===== config.mk =====
export PLATFORM = sky130hd
export DESIGN_NAME = pwrseq_top
export DESIGN_NICKNAME = d
export VERILOG_FILES = /design/src/rtl/pwrseq_pkg.sv /design/src/rtl/pwrseq_hyst.sv /design/src/rtl/pwrseq_sstimer.sv /design/src/rtl/pwrseq_fsm.sv /design/src/rtl/pwrseq_top.sv
export SDC_FILE = /design/constraint.sdc
export NUM_CORES = 1
export LEC_CHECK = 0
export BUFFER_PORTS_ARGS = -buffer_cell sky130_fd_sc_hd__buf_4
export CAP_MARGIN = 20
export CORE_UTILIZATION = 42
export DETAILED_ROUTE_END_ITERATION = 16
export HOLD_SLACK_MARGIN = 0.05
export PLACE_DENSITY = 0.83
export SYNTH_ARGS = -nofsm -noshare
export SYNTH_HDL_FRONTEND = slang
export SYNTH_SLANG_ARGS = --single-unit
export TNS_END_PERCENT = 30

===== constraint.sdc =====
create_clock -name clk -period 1.9 [get_ports clk]
set_clock_uncertainty 0.2 [all_clocks]
set_input_delay 0 -clock clk [delete_from_list [all_inputs] [get_ports clk]]
set_output_delay 0 -clock clk [all_outputs]
set_load 0.05 [all_outputs]

===== src/rtl/pwrseq_pkg.sv =====
package pwrseq_pkg;

    typedef enum logic [2:0] {
        ST_OFF   = 3'd0,
        ST_BIAS  = 3'd1,
        ST_RAIL  = 3'd2,
        ST_READY = 3'd3,
        ST_SOFT  = 3'd4,
        ST_RUN   = 3'd5
    } seq_state_e;

    // Window indices
    localparam int NWIN    = 11;
    localparam int W_BIAS  = 0;   // rectifier present
    localparam int W_VDD   = 1;   // internal supply good
    localparam int W_RAIL  = 2;   // 3.3 V rail good
    localparam int W_RECT  = 3;   // rectified OK for converter
    localparam int W_PVIN  = 4;   // converter input good
    localparam int W_HAND  = 5;   // output high enough for handover
    localparam int W_CLAMP = 6;   // rectifier over-voltage clamp
    localparam int W_OVPT  = 7;   // output over-voltage trip
    localparam int W_OVPS  = 8;   // output over-voltage status
    localparam int W_OUTOK = 9;   // output OK status
    localparam int W_TSD   = 10;  // thermal shutdown

endpackage


===== src/rtl/pwrseq_hyst.sv =====
module pwrseq_hyst #(
    parameter int W         = 16,
    parameter int SET_ABOVE = 100,
    parameter int CLR_BELOW = 50
) (
    input  logic         clk,
    input  logic         rst_n,
    input  logic         stb,
    input  logic [W-1:0] val,
    output logic         flag
);
    localparam logic [W-1:0] SET_V = W'(SET_ABOVE);
    localparam logic [W-1:0] CLR_V = W'(CLR_BELOW);

    always_ff @(posedge clk or negedge rst_n) begin
        if (!rst_n) begin
            flag <= 1'b0;
        end else if (stb) begin
            if (val > SET_V) begin
                flag <= 1'b1;
            end else if (val < CLR_V) begin
                flag <= 1'b0;
            end
        end
    end
endmodule


===== src/rtl/pwrseq_sstimer.sv =====
module pwrseq_sstimer #(
    parameter int SS_CYCLES = 35000
) (
    input  logic clk,
    input  logic rst_n,
    input  logic active,
    output logic done
);
    localparam int            CW   = (SS_CYCLES > 1) ? $clog2(SS_CYCLES) : 1;
    localparam logic [CW-1:0] LAST = CW'(SS_CYCLES - 1);

    logic [CW-1:0] cnt;

    always_ff @(posedge clk or negedge rst_n) begin
        if (!rst_n) begin
            cnt <= '0;
        end else if (!active) begin
            cnt <= '0;
        end else if (cnt != LAST) begin
            cnt <= cnt + 1'b1;
        end
    end

    assign done = active && (cnt == LAST);
endmodule


===== src/rtl/pwrseq_fsm.sv =====
module pwrseq_fsm
    import pwrseq_pkg::*;
(
    input  logic            clk,
    input  logic            rst_n,
    input  logic [NWIN-1:0] flg,
    input  logic            en_any,
    input  logic            ss_done,
    output seq_state_e      state,
    output logic            hvldo_en,
    output logic            ldo33_en,
    output logic            if_ready,
    output logic            conv_run,
    output logic            soft_start,
    output logic            sel_linear,
    output logic            sel_conv,
    output logic            out_discharge,
    output logic            run_done
);
    seq_state_e nxt;
    logic       fault;
    logic       start_ok;

    always_comb begin
        fault    = flg[W_TSD] || flg[W_OVPT] || !flg[W_PVIN];
        start_ok = en_any && flg[W_RECT] && flg[W_PVIN] && !flg[W_TSD] && !flg[W_OVPT];
    end

    // State register
    always_ff @(posedge clk or negedge rst_n) begin
        if (!rst_n) begin
            state <= ST_OFF;
        end else begin
            state <= nxt;
        end
    end

    // Next state: supply losses first, then per-state advance
    always_comb begin
        nxt = state;
        unique case (state)
            ST_OFF: begin
                if (flg[W_BIAS]) nxt = ST_BIAS;
            end
            ST_BIAS: begin
                if (!flg[W_BIAS])     nxt = ST_OFF;
                else if (flg[W_VDD])  nxt = ST_RAIL;
            end
            ST_RAIL: begin
                if (!flg[W_BIAS])     nxt = ST_OFF;
                else if (!flg[W_VDD]) nxt = ST_BIAS;
                else if (flg[W_RAIL]) nxt = ST_READY;
            end
            ST_READY: begin
                if (!flg[W_BIAS])      nxt = ST_OFF;
                else if (!flg[W_VDD])  nxt = ST_BIAS;
                else if (!flg[W_RAIL]) nxt = ST_RAIL;
                else if (start_ok)     nxt = ST_SOFT;
            end
            ST_SOFT: begin
                if (!flg[W_BIAS])          nxt = ST_OFF;
                else if (!flg[W_VDD])      nxt = ST_BIAS;
                else if (!flg[W_RAIL])     nxt = ST_RAIL;
                else if (fault || !en_any) nxt = ST_READY;
                else if (ss_done)          nxt = ST_RUN;
            end
            ST_RUN: begin
                if (!flg[W_BIAS])          nxt = ST_OFF;
                else if (!flg[W_VDD])      nxt = ST_BIAS;
                else if (!flg[W_RAIL])     nxt = ST_RAIL;
                else if (fault || !en_any) nxt = ST_READY;
            end
            default: nxt = ST_OFF;
        endcase
    end

    // Outputs from state and flags
    always_comb begin
        hvldo_en      = 1'b0;
        ldo33_en      = 1'b0;
        if_ready      = 1'b0;
        conv_run      = 1'b0;
        soft_start    = 1'b0;
        sel_linear    = 1'b0;
        sel_conv      = 1'b0;
        out_discharge = 1'b1;
        run_done      = 1'b0;
        unique case (state)
            ST_OFF: ;
            ST_BIAS: begin
                hvldo_en   = 1'b1;
                sel_linear = 1'b1;
            end
            ST_RAIL: begin
                hvldo_en   = 1'b1;
                sel_linear = 1'b1;
                ldo33_en   = 1'b1;
            end
            ST_READY: begin
                hvldo_en   = 1'b1;
                sel_linear = 1'b1;
                ldo33_en   = 1'b1;
                if_ready   = 1'b1;
            end
            ST_SOFT, ST_RUN: begin
                ldo33_en      = 1'b1;
                if_ready      = 1'b1;
                conv_run      = 1'b1;
                out_discharge = 1'b0;
                soft_start    = (state == ST_SOFT);
                run_done      = (state == ST_RUN);
                sel_conv      = flg[W_HAND];
                sel_linear    = !flg[W_HAND];
                hvldo_en      = !flg[W_HAND];
            end
            default: ;
        endcase
    end
endmodule


===== src/rtl/pwrseq_top.sv =====
module pwrseq_top
    import pwrseq_pkg::*;
#(
    parameter int MV_W         = 16,
    parameter int TEMP_W       = 8,
    parameter int SS_CYCLES    = 35000,
    parameter int BIAS_ON_MV   = 4000,
    parameter int BIAS_OFF_MV  = 3500,
    parameter int VDD_ON_MV    = 3500,
    parameter int VDD_OFF_MV   = 3100,
    parameter int RAIL_ON_MV   = 2970,
    parameter int RAIL_OFF_MV  = 2800,
    parameter int RECT_ON_MV   = 6000,
    parameter int RECT_OFF_MV  = 4500,
    parameter int PVIN_ON_MV   = 5900,
    parameter int PVIN_OFF_MV  = 4500,
    parameter int HAND_ON_MV   = 4000,
    parameter int HAND_OFF_MV  = 3500,
    parameter int CLAMP_ON_MV  = 17500,
    parameter int CLAMP_OFF_MV = 16000,
    parameter int OVPT_ON_MV   = 5400,
    parameter int OVPT_OFF_MV  = 5200,
    parameter int OVPS_ON_MV   = 5500,
    parameter int OVPS_OFF_MV  = 5200,
    parameter int OK_ON_MV     = 4500,
    parameter int OK_OFF_MV    = 4200,
    parameter int TSD_ON_C     = 160,
    parameter int TSD_OFF_C    = 140
) (
    input  logic              clk,
    input  logic              rst_n,
    input  logic              sample_stb,
    input  logic [MV_W-1:0]   vrect_mv,
    input  logic [MV_W-1:0]   vint_mv,
    input  logic [MV_W-1:0]   v33_mv,
    input  logic [MV_W-1:0]   pvin_mv,
    input  logic [MV_W-1:0]   vout_mv,
    input  logic [TEMP_W-1:0] temp_code,
    input  logic              en_pin,
    input  logic              en_reg,
    output logic              hvldo_en,
    output logic              ldo33_en,
    output logic              if_ready,
    output logic              conv_run,
    output logic              soft_start,
    output logic              sel_linear,
    output logic              sel_conv,
    output logic              clamp_on,
    output logic              out_discharge,
    output logic [7:0]        status
);
    localparam int SET_TBL [NWIN] = '{BIAS_ON_MV, VDD_ON_MV, RAIL_ON_MV, RECT_ON_MV,
                                      PVIN_ON_MV, HAND_ON_MV, CLAMP_ON_MV, OVPT_ON_MV,
                                      OVPS_ON_MV, OK_ON_MV, TSD_ON_C};
    localparam int CLR_TBL [NWIN] = '{BIAS_OFF_MV, VDD_OFF_MV, RAIL_OFF_MV, RECT_OFF_MV,
                                      PVIN_OFF_MV, HAND_OFF_MV, CLAMP_OFF_MV, OVPT_OFF_MV,
                                      OVPS_OFF_MV, OK_OFF_MV, TSD_OFF_C};

    logic [MV_W-1:0] win_src [NWIN];
    logic [NWIN-1:0] win_flag;
    seq_state_e      state;
    logic            ss_done;
    logic            run_done;

    always_comb begin
        win_src[W_BIAS]  = vrect_mv;
        win_src[W_VDD]   = vint_mv;
        win_src[W_RAIL]  = v33_mv;
        win_src[W_RECT]  = vrect_mv;
        win_src[W_PVIN]  = pvin_mv;
        win_src[W_HAND]  = vout_mv;
        win_src[W_CLAMP] = vrect_mv;
        win_src[W_OVPT]  = vout_mv;
        win_src[W_OVPS]  = vout_mv;
        win_src[W_OUTOK] = vout_mv;
        win_src[W_TSD]   = {{(MV_W-TEMP_W){1'b0}}, temp_code};
    end

    for (genvar i = 0; i < NWIN; i++) begin : g_win
        pwrseq_hyst #(
            .W         (MV_W),
            .SET_ABOVE (SET_TBL[i]),
            .CLR_BELOW (CLR_TBL[i])
        ) u_win (
            .clk   (clk),
            .rst_n (rst_n),
            .stb   (sample_stb),
            .val   (win_src[i]),
            .flag  (win_flag[i])
        );
    end

    pwrseq_sstimer #(.SS_CYCLES(SS_CYCLES)) u_ss (
        .clk    (clk),
        .rst_n  (rst_n),
        .active (soft_start),
        .done   (ss_done)
    );

    pwrseq_fsm u_fsm (
        .clk           (clk),
        .rst_n         (rst_n),
        .flg           (win_flag),
        .en_any        (en_pin || en_reg),
        .ss_done       (ss_done),
        .state         (state),
        .hvldo_en      (hvldo_en),
        .ldo33_en      (ldo33_en),
        .if_ready      (if_ready),
        .conv_run      (conv_run),
        .soft_start    (soft_start),
        .sel_linear    (sel_linear),
        .sel_conv      (sel_conv),
        .out_discharge (out_discharge),
        .run_done      (run_done)
    );

    assign clamp_on = win_flag[W_CLAMP];
    assign status   = {2'b00, win_flag[W_OVPS], win_flag[W_CLAMP], run_done,
                       1'b0, win_flag[W_RECT], win_flag[W_OUTOK]};
endmodule


==> results.sh, run 1 <==
export IMPL_critPathMostFrequentCell="dlygate4sd3_1"
export IMPL_final_util_pct=78.9
export IMPL_crit_arrival_ps=2050
export IMPL_hold_path_class="in -> reg"
export IMPL_place_gp_congestion=0.909
export IMPL_route_met2_wl_mm=5.49
export IMPL_synthArstFlopShare_pct=100
export IMPL_required_ps=1880
export IMPL_cts_tree="done"
export IMPL_h_tree_depth=2
export IMPL_finalMaxSlewViolations=0
export IMPL_synthFlopType="dfrtp_1"
export IMPL_grt_max_degree=31
export IMPL_portBuffers=106
export IMPL_pwr_density_cell_nw_per_um2=691
export IMPL_final_common_cell="buf_4"
export IMPL_grt_pass1_vias=3405
export IMPL_core_um2=5170
export IMPL_wire_per_inst_um=20.9
export IMPL_power_mw=2.82
export IMPL_mostFrequentLayoutCells="117 x buf_4, 69 x dlygate4sd3_1, 38 x nor2_1, 32 x nand2_1, 29 x dfrtp_1"
export IMPL_dpl_hpwl_mm=5.15
export IMPL_grt_overflow=0
export IMPL_worst_pin_slew_ps=632
export IMPL_layout_nets=571
export IMPL_fin_crit_ps=2070
export IMPL_wl_met3_mm=1.19
export IMPL_ant_nets=0
export IMPL_drc=0
export IMPL_grtUsageTotal_pct=35.4
export IMPL_synth_cells=293
export IMPL_path_clk_slew_ps=70
export IMPL_worst_path_max_fanout=2
export IMPL_vias=3502
export IMPL_drt_met1_wl_mm=3.68
export IMPL_crit_slowest_cell="dlygate4sd3_1"
export IMPL_wl_mm=11.4
export IMPL_critical_path_top_delay_family="buffers and inverters"
export IMPL_avgSynthCellArea_um2=7.79
export IMPL_path_buf_inv=3
export IMPL_die_w_um=75.7
export IMPL_hold_viol_final=1
export IMPL_cts_setup_buffers=0
export IMPL_synth_seq_area_share_pct=32.9
export IMPL_area_growth_pct=78.7
export IMPL_synth_edff_count=0
export IMPL_max_slew_margin_pct=57.7
export IMPL_viasPerCell=6.40
export IMPL_grt_pass1_wl_mm=15.3
export IMPL_drt_pass1_iter_count=7
export IMPL_drive_gt1_share_pct=30.4
export IMPL_drt_iter0_drc=432
export IMPL_yosys_cell_types_count=55
export IMPL_clock_sinks=30
export IMPL_start_util_pct=44.1
export IMPL_numCtsBuffers=5
export IMPL_clock_path_buffers=2
export IMPL_fmax_mhz=482
export IMPL_n_fill_cell=288
export IMPL_slowest_delay_ps=650
export IMPL_finalSetupViolCount=10
export IMPL_path_cells="dlygate4sd3_1 -> buf_4 -> nand3_1 -> a31oi_1 -> o21ai_1 -> dlygate4sd3_1 -> nand2_1 -> a22o_1"
export IMPL_n_antenna_cell=0
export IMPL_rows=26
export IMPL_io_pins=110
export IMPL_maxCapViolCount=0
export IMPL_min_period_over_period_pct=109
export IMPL_cts_root_buffer="clkbuf_8"
export IMPL_end_kind="flop"
export IMPL_p_leak_nw=1.78
export IMPL_rsz0062_at_grt="yes"
export IMPL_path_class="in -> reg"
export IMPL_clk_latency_ps=290
export IMPL_whs_ps=-42.9
export IMPL_synth_area_um2=2280
export IMPL_yosysWarningCount=0
export IMPL_routed_top_layer="met4"
export IMPL_ir_worst_vdd_uv=968
export IMPL_dieArea_um2=5740
export IMPL_antenna_found_initial=0
export IMPL_die_y_um=75.7
export IMPL_startpoint_type="input port"
export IMPL_setup_ws_ps=-174
export IMPL_status="finished with violations"
export IMPL_synth_seq_cells=30
export IMPL_violations="negative hold slack, negative setup slack"
[state kept, by name, summed over array words and instances, names as in the netlist]
register	count
u_fsm.state	3
u_ss.cnt	16
g_win.u_win.flag	11
[power breakdown]
group | total [mW] | switching, mW | internal (mW)
Clock | 0.511 | 0.265 | 0.246
Combinational | 1.56 | 0.914 | 0.650
Sequential | 0.745 | 0.0582 | 0.686
Total | 2.82 | 1.24 | 1.58
[what timing repair did]
item,CTS,global route
hold buffers,69,4
pin swaps,0,2
resized for setup,1,20
endpoints found under the hold margin,41,2
setup endpoints to repair,3,14
[worst paths after layout]
| check | from | to | slack [ps] | cells after the start |
|---|---|---|---|---|
| max | pvin_mv[9] | g_win[4].u_win.flag | -170 | 8 |
| min | vout_mv[1] | g_win[8].u_win.flag | -40 | 3 |
| max reg2reg | g_win[10].u_win.flag | u_fsm.state[0] | -100 | 6 |
| min reg2reg | g_win[4].u_win.flag | g_win[4].u_win.flag | 350 | 1 |
| max in group asynchronous | rst_n | u_fsm.state[2] | 650 | 3 |
| min in group asynchronous | rst_n | u_ss.cnt[12] | 510 | 3 |
[final cells by class]
cell class                 instances  area, um2  share of cell area (%)
sequential                        30        752                    18.4
multi-input combinational        244       1510                    37.0
clock buffer                       5       68.8                    1.69
inverter                           5       22.5                   0.552
timing repair buffer             191       1630                    39.9
clock inverter                     2       10.0                   0.245
tap                               70       87.6                    2.15
[synth_stat cells (2+ instances only)]
| master | number | area, um2 |
|---|---|---|
| o211ai_1 | 6 | 45.0 |
| inv_1 | 5 | 18.8 |
| buf_4 | 9 | 67.6 |
| xnor2_1 | 4 | 35.0 |
| nor2_1 | 38 | 143 |
| a22o_1 | 3 | 26.3 |
| and4_1 | 2 | 17.5 |
| o21ai_0 | 26 | 130 |
| or3_1 | 3 | 18.8 |
| nor3b_1 | 2 | 15.0 |
| a32o_1 | 2 | 20.0 |
| nand2_1 | 33 | 124 |
| a41oi_1 | 2 | 17.5 |
| dfrtp_1 | 30 | 751 |
| nor3_1 | 13 | 65.1 |
| clkbuf_1 | 5 | 18.8 |
| or4_1 | 5 | 37.5 |
| a21oi_1 | 14 | 70.1 |
| nor2b_1 | 3 | 18.8 |
| a21boi_0 | 2 | 15.0 |
| a21o_1 | 3 | 22.5 |
| nand3_1 | 17 | 85.1 |
| o41ai_1 | 2 | 17.5 |
| nand3b_1 | 4 | 30.0 |
| xor2_1 | 10 | 87.6 |
| nor4_1 | 8 | 50.1 |
| o22ai_1 | 2 | 12.5 |
| nand4_1 | 5 | 31.3 |
| mux2i_1 | 2 | 20.0 |
| a31oi_1 | 4 | 25.0 |
| o21a_1 | 3 | 22.5 |
| o31ai_1 | 3 | 22.5 |
[worst reg2reg max path: cells and delay by family (launching register included)]
family        cells  cell delay [ps]
mux               1              290
simple gates      4              820
flops             1              410
buf+inv           1              170
[cells by family after synthesis]
logic type               synth area share (%)
adder cells (fa/ha/maj)                 0.548
multiplexers                             1.53
flip-flops                               32.9
XOR/XNOR                                 5.37
AO/OA/AOI/OAI                            23.6
other                                   0.164
AND/OR/NAND/NOR                          31.0
buffers and inverters                    4.99
[layer usage]
metal / GRT usage (%) / vias up
met4: 20.0 / 0
met1: 37.1 / 1611
met5: 0 / -
met3: 8.73 / 127
li1: - / 1443
met2: 64.4 / 321
[stage by stage]
| stage | cells | setup TNS, ps | cell area [um2] | worst slack, ps |
|---|---|---|---|---|
| 6_report | 547 | -844 | 4080 | -174 |
| 5_1_grt | 547 | -1240 | 4080 | -223 |
| 2_1_floorplan | 295 | -982 | 2330 | -288 |
| 3_3_place_gp | 469 | 0 | 3210 | 9.65 |
| 3_5_place_dp | 469 | -8.15 | 3210 | -8.15 |
| 4_1_cts | 545 | -24.7 | 3980 | -16.5 |
Power figures use the tool's default switching activity.
==> run 2, diff against run 1 <==
--- a/config.mk
+++ b/config.mk
@@ -7,10 +7,11 @@
 export LEC_CHECK = 0
 export BUFFER_PORTS_ARGS = -buffer_cell sky130_fd_sc_hd__buf_4
 export CAP_MARGIN = 20
-export CORE_UTILIZATION = 42
+export CORE_UTILIZATION = 50
 export DETAILED_ROUTE_END_ITERATION = 16
 export HOLD_SLACK_MARGIN = 0.05
-export PLACE_DENSITY = 0.83
+export PLACE_DENSITY = 0.92
+export SKIP_LAST_GASP = 1
 export SYNTH_ARGS = -nofsm -noshare
 export SYNTH_HDL_FRONTEND = slang
 export SYNTH_SLANG_ARGS = --single-unit
==> constraint.sdc (replaced) <==
create_clock -name clk -period 2.5 [get_ports clk]
set_clock_uncertainty 0.2 [all_clocks]
set_input_delay 0 -clock clk [delete_from_list [all_inputs] [get_ports clk]]
set_output_delay 0 -clock clk [all_outputs]
set_load 0.05 [all_outputs]
==> run 2 against run 1 <==
Against the previous run: the run now ends clean; first-iteration DRC count fell by 63%; cell count decreased by 10%; wire length shrank 27%; worst hold slack gained 120 ps; design area shrank 11%; largest power group unchanged.
==> results.sh, run 2 (synthesis results as in run 1) <==
export IMPL_core_um2=4380
export IMPL_slowest_delay_ps=570
export IMPL_path_class="in -> reg"
export IMPL_die_w_um=69.6
export IMPL_ir_worst_vdd_uv=446
export IMPL_numCtsBuffers=5
export IMPL_h_tree_depth=2
export IMPL_rsz0062_at_grt="no"
export IMPL_cts_root_buffer="clkbuf_8"
export IMPL_setup_ws_ps=90.7
export IMPL_rows=24
export IMPL_hold_path_class="in -> reg"
export IMPL_maxCapViolCount=0
export IMPL_grt_overflow=0
export IMPL_grt_max_degree=31
export IMPL_critPathMostFrequentCell="dlygate4sd3_1"
export IMPL_area_growth_pct=59.0
export IMPL_worst_path_max_fanout=4
export IMPL_viasPerCell=6.21
export IMPL_clock_sinks=30
export IMPL_place_gp_congestion=0.963
export IMPL_min_period_over_period_pct=96.4
export IMPL_layout_nets=531
export IMPL_path_clk_slew_ps=70
export IMPL_dpl_hpwl_mm=5.03
export IMPL_largest_register_ffs=16
export IMPL_finalMaxSlewViolations=0
export IMPL_p_leak_nw=1.56
export IMPL_path_cells="dlygate4sd3_1 -> buf_4 -> nor3_2 -> nand3_1 -> or4b_1 -> dlygate4sd3_1 -> a32o_1"
export IMPL_hold_viol_final=0
export IMPL_io_pins=110
export IMPL_dieArea_um2=4840
export IMPL_grt_pass1_vias=3014
export IMPL_pwr_density_cell_nw_per_um2=529
export IMPL_final_common_cell="buf_4"
export IMPL_min_path_cells=4
export IMPL_clk_latency_ps=280
export IMPL_antenna_found_initial=0
export IMPL_fin_crit_ps=2410
export IMPL_ant_nets=0
export IMPL_dp_worst_setup_slack_ps=532
export IMPL_cts_tree="done"
export IMPL_mostFrequentLayoutCells="107 x buf_4, 43 x dlygate4sd3_1, 38 x nor2_1, 33 x nand2_1, 30 x dfrtp_1"
export IMPL_crit_slowest_cell="dlygate4sd3_1"
export IMPL_wl_mm=8.36
export IMPL_n_fill_cell=234
export IMPL_clock_path_buffers=2
export IMPL_startpoint_type="input port"
export IMPL_start_util_pct=52.1
export IMPL_cts_setup_buffers=0
export IMPL_required_ps=2470
export IMPL_drive_gt1_share_pct=28.3
export IMPL_die_y_um=69.6
export IMPL_top_register="u_ss.cnt"
export IMPL_vias=3042
export IMPL_n_antenna_cell=0
export IMPL_portBuffers=106
export IMPL_reg_largest_list="u_ss.cnt (16), g_win.u_win.flag (11), u_fsm.state (3)"
export IMPL_wire_per_inst_um=17.1
export IMPL_drt_pass1_iter_count=5
export IMPL_tns_ps=0
export IMPL_fmax_mhz=415
export IMPL_finalSetupViolCount=0
export IMPL_status="complete, no violations"
export IMPL_drc=0
export IMPL_grt_pass1_wl_mm=13.9
export IMPL_crit_arrival_ps=2380
export IMPL_end_kind="flop"
export IMPL_drt_iter0_drc=161
export IMPL_grtUsageTotal_pct=35.9
export IMPL_reg2regPathDepth=4
run 2: routing by layer:
metal  vias to the layer above  global-route usage, %  wire, um
met1                      1444                   41.5      3270
met2                       191                   60.8      4090
li1                       1370                      -         -
met4                         0                   19.3       347
met5                         -                      0         0
met3                        37                   8.72       654
run 2: layout make-up:
type	count	area, um2	share of cell area (%)
repair buffers	151	1250	34.5
well taps	52	65.1	1.79
clock buffers	7	86.3	2.38
flip-flops and latches	30	751	20.7
inverters	5	18.8	0.517
clock inverters	1	5.00	0.138
multi-input cells	244	1450	40.0
run 2: stage by stage:
step | total power, mW | instances | hold WS (ps) | area [um2] | utilization [%]
floorplan | 1.14 | 295 | -496 | 2300 | -
global placement | 1.41 | 438 | -257 | 3080 | 70.2
detailed placement | 1.43 | 438 | -248 | 3080 | 70.2
CTS | 1.88 | 490 | 56.3 | 3620 | 82.6
global route | 2.00 | 490 | 92.8 | 3630 | 82.8
finish | 1.92 | 490 | 79.7 | 3630 | 82.8
run 2: repair_timing:
item | CTS | global route
endpoints found under the setup margin | 0 | 1
endpoints found under the hold margin | 42 | 0
hold buffers | 44 | 0
gates resized for setup | 0 | 2
run 2: final timing paths:
path | end | from | slack (ps)
worst min-delay path | g_win[8].u_win.flag | vout_mv[7] | 80
worst min register to register | g_win[8].u_win.flag | g_win[8].u_win.flag | 340
worst max register to register | g_win[0].u_win.flag | g_win[0].u_win.flag | 330
min in group asynchronous | u_ss.cnt[13] | rst_n | 540
worst max-delay path | g_win[8].u_win.flag | vout_mv[13] | 90
max in group asynchronous | u_ss.cnt[1] | rst_n | 1390
run 2: where the power goes:
| part | switching [mW] | total (mW) | leakage [nW] | internal (mW) |
|---|---|---|---|---|
| sequential | 0.0847 | 0.605 | 0.364 | 0.520 |
| clock | 0.182 | 0.404 | 0.0482 | 0.222 |
| combinational | 0.534 | 0.912 | 1.14 | 0.379 |
run 2: worst max-delay path: cells and delay by family:
family,cells,cell delay (ps)
buffers and inverters,3,1270
AND/OR/NAND/NOR,3,860
AO/OA/AOI/OAI,1,250
==> run 3, diff against run 2 <==
--- a/config.mk
+++ b/config.mk
@@ -8,6 +8,7 @@
 export BUFFER_PORTS_ARGS = -buffer_cell sky130_fd_sc_hd__buf_4
 export CAP_MARGIN = 20
 export CORE_UTILIZATION = 50
+export CTS_BUF_LIST = sky130_fd_sc_hd__clkbuf_8
 export DETAILED_ROUTE_END_ITERATION = 16
 export HOLD_SLACK_MARGIN = 0.05
 export PLACE_DENSITY = 0.92
==> run 3 against run 2 <==
Against the previous run: clock power down 1%; global-route usage unchanged; count of clock-buffer cells in the layout down 1; register-to-register slack better by 20 ps; sequential cell count unchanged; total power down 0.18%; critical path type unchanged; critical endpoint unchanged; largest cell class unchanged.
==> results.sh, run 3 (synthesis results as in run 1) <==
export IMPL_status="complete, no violations"
export IMPL_grtUsageTotal_pct=35.9
export IMPL_portBuffers=106
export IMPL_cts_tree="done"
export IMPL_antenna_found_initial=0
export IMPL_fin_crit_ps=2390
export IMPL_path_class="in -> reg"
export IMPL_wire_per_inst_um=17.1
export IMPL_reg2regPathDepth=4
export IMPL_regToRegSetupSlack_ps=350
export IMPL_io_pins=110
export IMPL_whs_endpoint="g_win[8].u_win.flag"
export IMPL_regArea_um2=751
export IMPL_n_antenna_cell=0
export IMPL_dpl_hpwl_mm=5.03
export IMPL_cts_root_buffer="clkbuf_8"
export IMPL_multiInputGateArea_um2=1450
export IMPL_grt_overflow=0
export IMPL_area_growth_pct=59.0
export IMPL_p_leak_nw=1.56
export IMPL_grt_pass1_wl_mm=13.9
export IMPL_whs_ps=79.3
export IMPL_die_w_um=69.6
export IMPL_mostFrequentLayoutCells="107 x buf_4, 43 x dlygate4sd3_1, 38 x nor2_1, 33 x nand2_1, 30 x dfrtp_1"
export IMPL_layout_nets=531
export IMPL_min_period_over_period_pct=95.8
export IMPL_viasPerCell=6.22
export IMPL_dpl_cell_count=438
export IMPL_vias=3050
export IMPL_ant_nets=0
export IMPL_crit_arrival_ps=2370
export IMPL_max_slew_margin_pct=66.1
export IMPL_required_ps=2470
export IMPL_min_path_cells=4
export IMPL_dieArea_um2=4840
export IMPL_rsz0062_at_grt="no"
export IMPL_grt_pass1_vias=3014
export IMPL_startpoint_type="input port"
export IMPL_fin_cells=490
export IMPL_finalSetupViolCount=0
export IMPL_clock_sinks=30
export IMPL_final_common_cell="buf_4"
export IMPL_fmax_mhz=418
export IMPL_drt_pass1_iter_count=5
export IMPL_clock_path_buffers=2
export IMPL_finalMaxSlewViolations=0
export IMPL_reg_largest_list="u_ss.cnt (16), g_win.u_win.flag (11), u_fsm.state (3)"
export IMPL_place_gp_congestion=0.963
export IMPL_dpl_cell_area_um2=3080
export IMPL_start_util_pct=52.1
export IMPL_worst_path_max_fanout=4
export IMPL_worstReg2RegStart="g_win[0].u_win.flag"
export IMPL_hold_path_class="in -> reg"
export IMPL_hold_viol_final=0
export IMPL_drive_gt1_share_pct=28.3
export IMPL_drc=0
export IMPL_worst_pin_slew_ps=504
export IMPL_clk_latency_ps=280
export IMPL_cts_setup_buffers=0
export IMPL_numCtsBuffers=5
export IMPL_fin_area_um2=3630
export IMPL_maxCapViolCount=0
export IMPL_r2r_end="g_win[0].u_win.flag"
export IMPL_top_register="u_ss.cnt"
export IMPL_n_fill_cell=234
export IMPL_pwr_density_cell_nw_per_um2=528
export IMPL_rows=24
export IMPL_path_clk_slew_ps=70
export IMPL_largest_register_ffs=16
export IMPL_core_um2=4380
export IMPL_grt_max_degree=31
export IMPL_tns_ps=0
export IMPL_ir_worst_vdd_uv=446
export IMPL_end_kind="flop"
export IMPL_drt_iter0_drc=161
export IMPL_die_y_um=69.6
export IMPL_h_tree_depth=2
export IMPL_wl_mm=8.37
export IMPL_hold_start="vout_mv[7]"
==> run 3: changes by cell type in the layout (fill, tap and decap cells not counted), sizes merged <==
cell,before,now
clkbuf,7,6
inv,5,6
==> run 3: worst max path at each step <==
stage | end | slack (ps) | startpoint | cells past startpoint
floorplan | sel_linear | 40 | u_fsm.state[2] | 5
global placement | u_fsm.state[0] | 570 | g_win[7].u_win.flag | 5
detailed placement | u_fsm.state[0] | 530 | g_win[7].u_win.flag | 5
CTS | g_win[8].u_win.flag | 60 | vout_mv[13] | 7
global route | g_win[8].u_win.flag | 5 | vout_mv[13] | 7
finish | g_win[8].u_win.flag | 110 | vout_mv[13] | 7
==> run 3: final cells by class <==
type	instances	share of cell area, %
multi-input cells	244	40.0
flip-flops and latches	30	20.7
inverters	5	0.517
clock inverters	2	0.241
clock buffers	6	2.28
repair buffers	151	34.5
well taps	52	1.79
==> run 3: worst max-delay path: stages <==
cell and delay (ps):
dlygate4sd3_1 550, buf_4 150, nor3_2 200, nand3_1 160, or4b_1 480, dlygate4sd3_1 570, a32o_1 250
==> run 3: timing repair <==
| action | in CTS | in global routing |
|---|---|---|
| hold buffers | 44 | 0 |
| hold endpoints to repair | 42 | 0 |
| endpoints found under the setup margin | 0 | 1 |
| gates resized for setup | 0 | 2 |
==> run 3: stage by stage <==
step	setup WS (ps)	total power, mW	util, %
floorplan	38.1	1.14	-
global placement	569	1.41	70.2
detailed placement	532	1.43	70.2
CTS	60.6	1.88	82.6
global route	4.51	1.99	82.8
finish	105	1.92	82.8
==> run 3: layer usage <==
metal / part of all wire, % / track usage, % / up-vias / routed length, um
met5: 0 / 0 / - / 0
met2: 48 / 60.8 / 198 / 4020
met1: 39 / 41.5 / 1436 / 3260
li1: - / - / 1371 / -
met3: 8.1 / 8.72 / 45 / 679
met4: 4.9 / 19.3 / 0 / 410
==> run 3: where the power goes <==
part	internal, mW	switching (mW)	total [mW]
Sequential	0.520	0.0850	0.605
Combinational	0.379	0.534	0.912
Clock	0.218	0.182	0.400
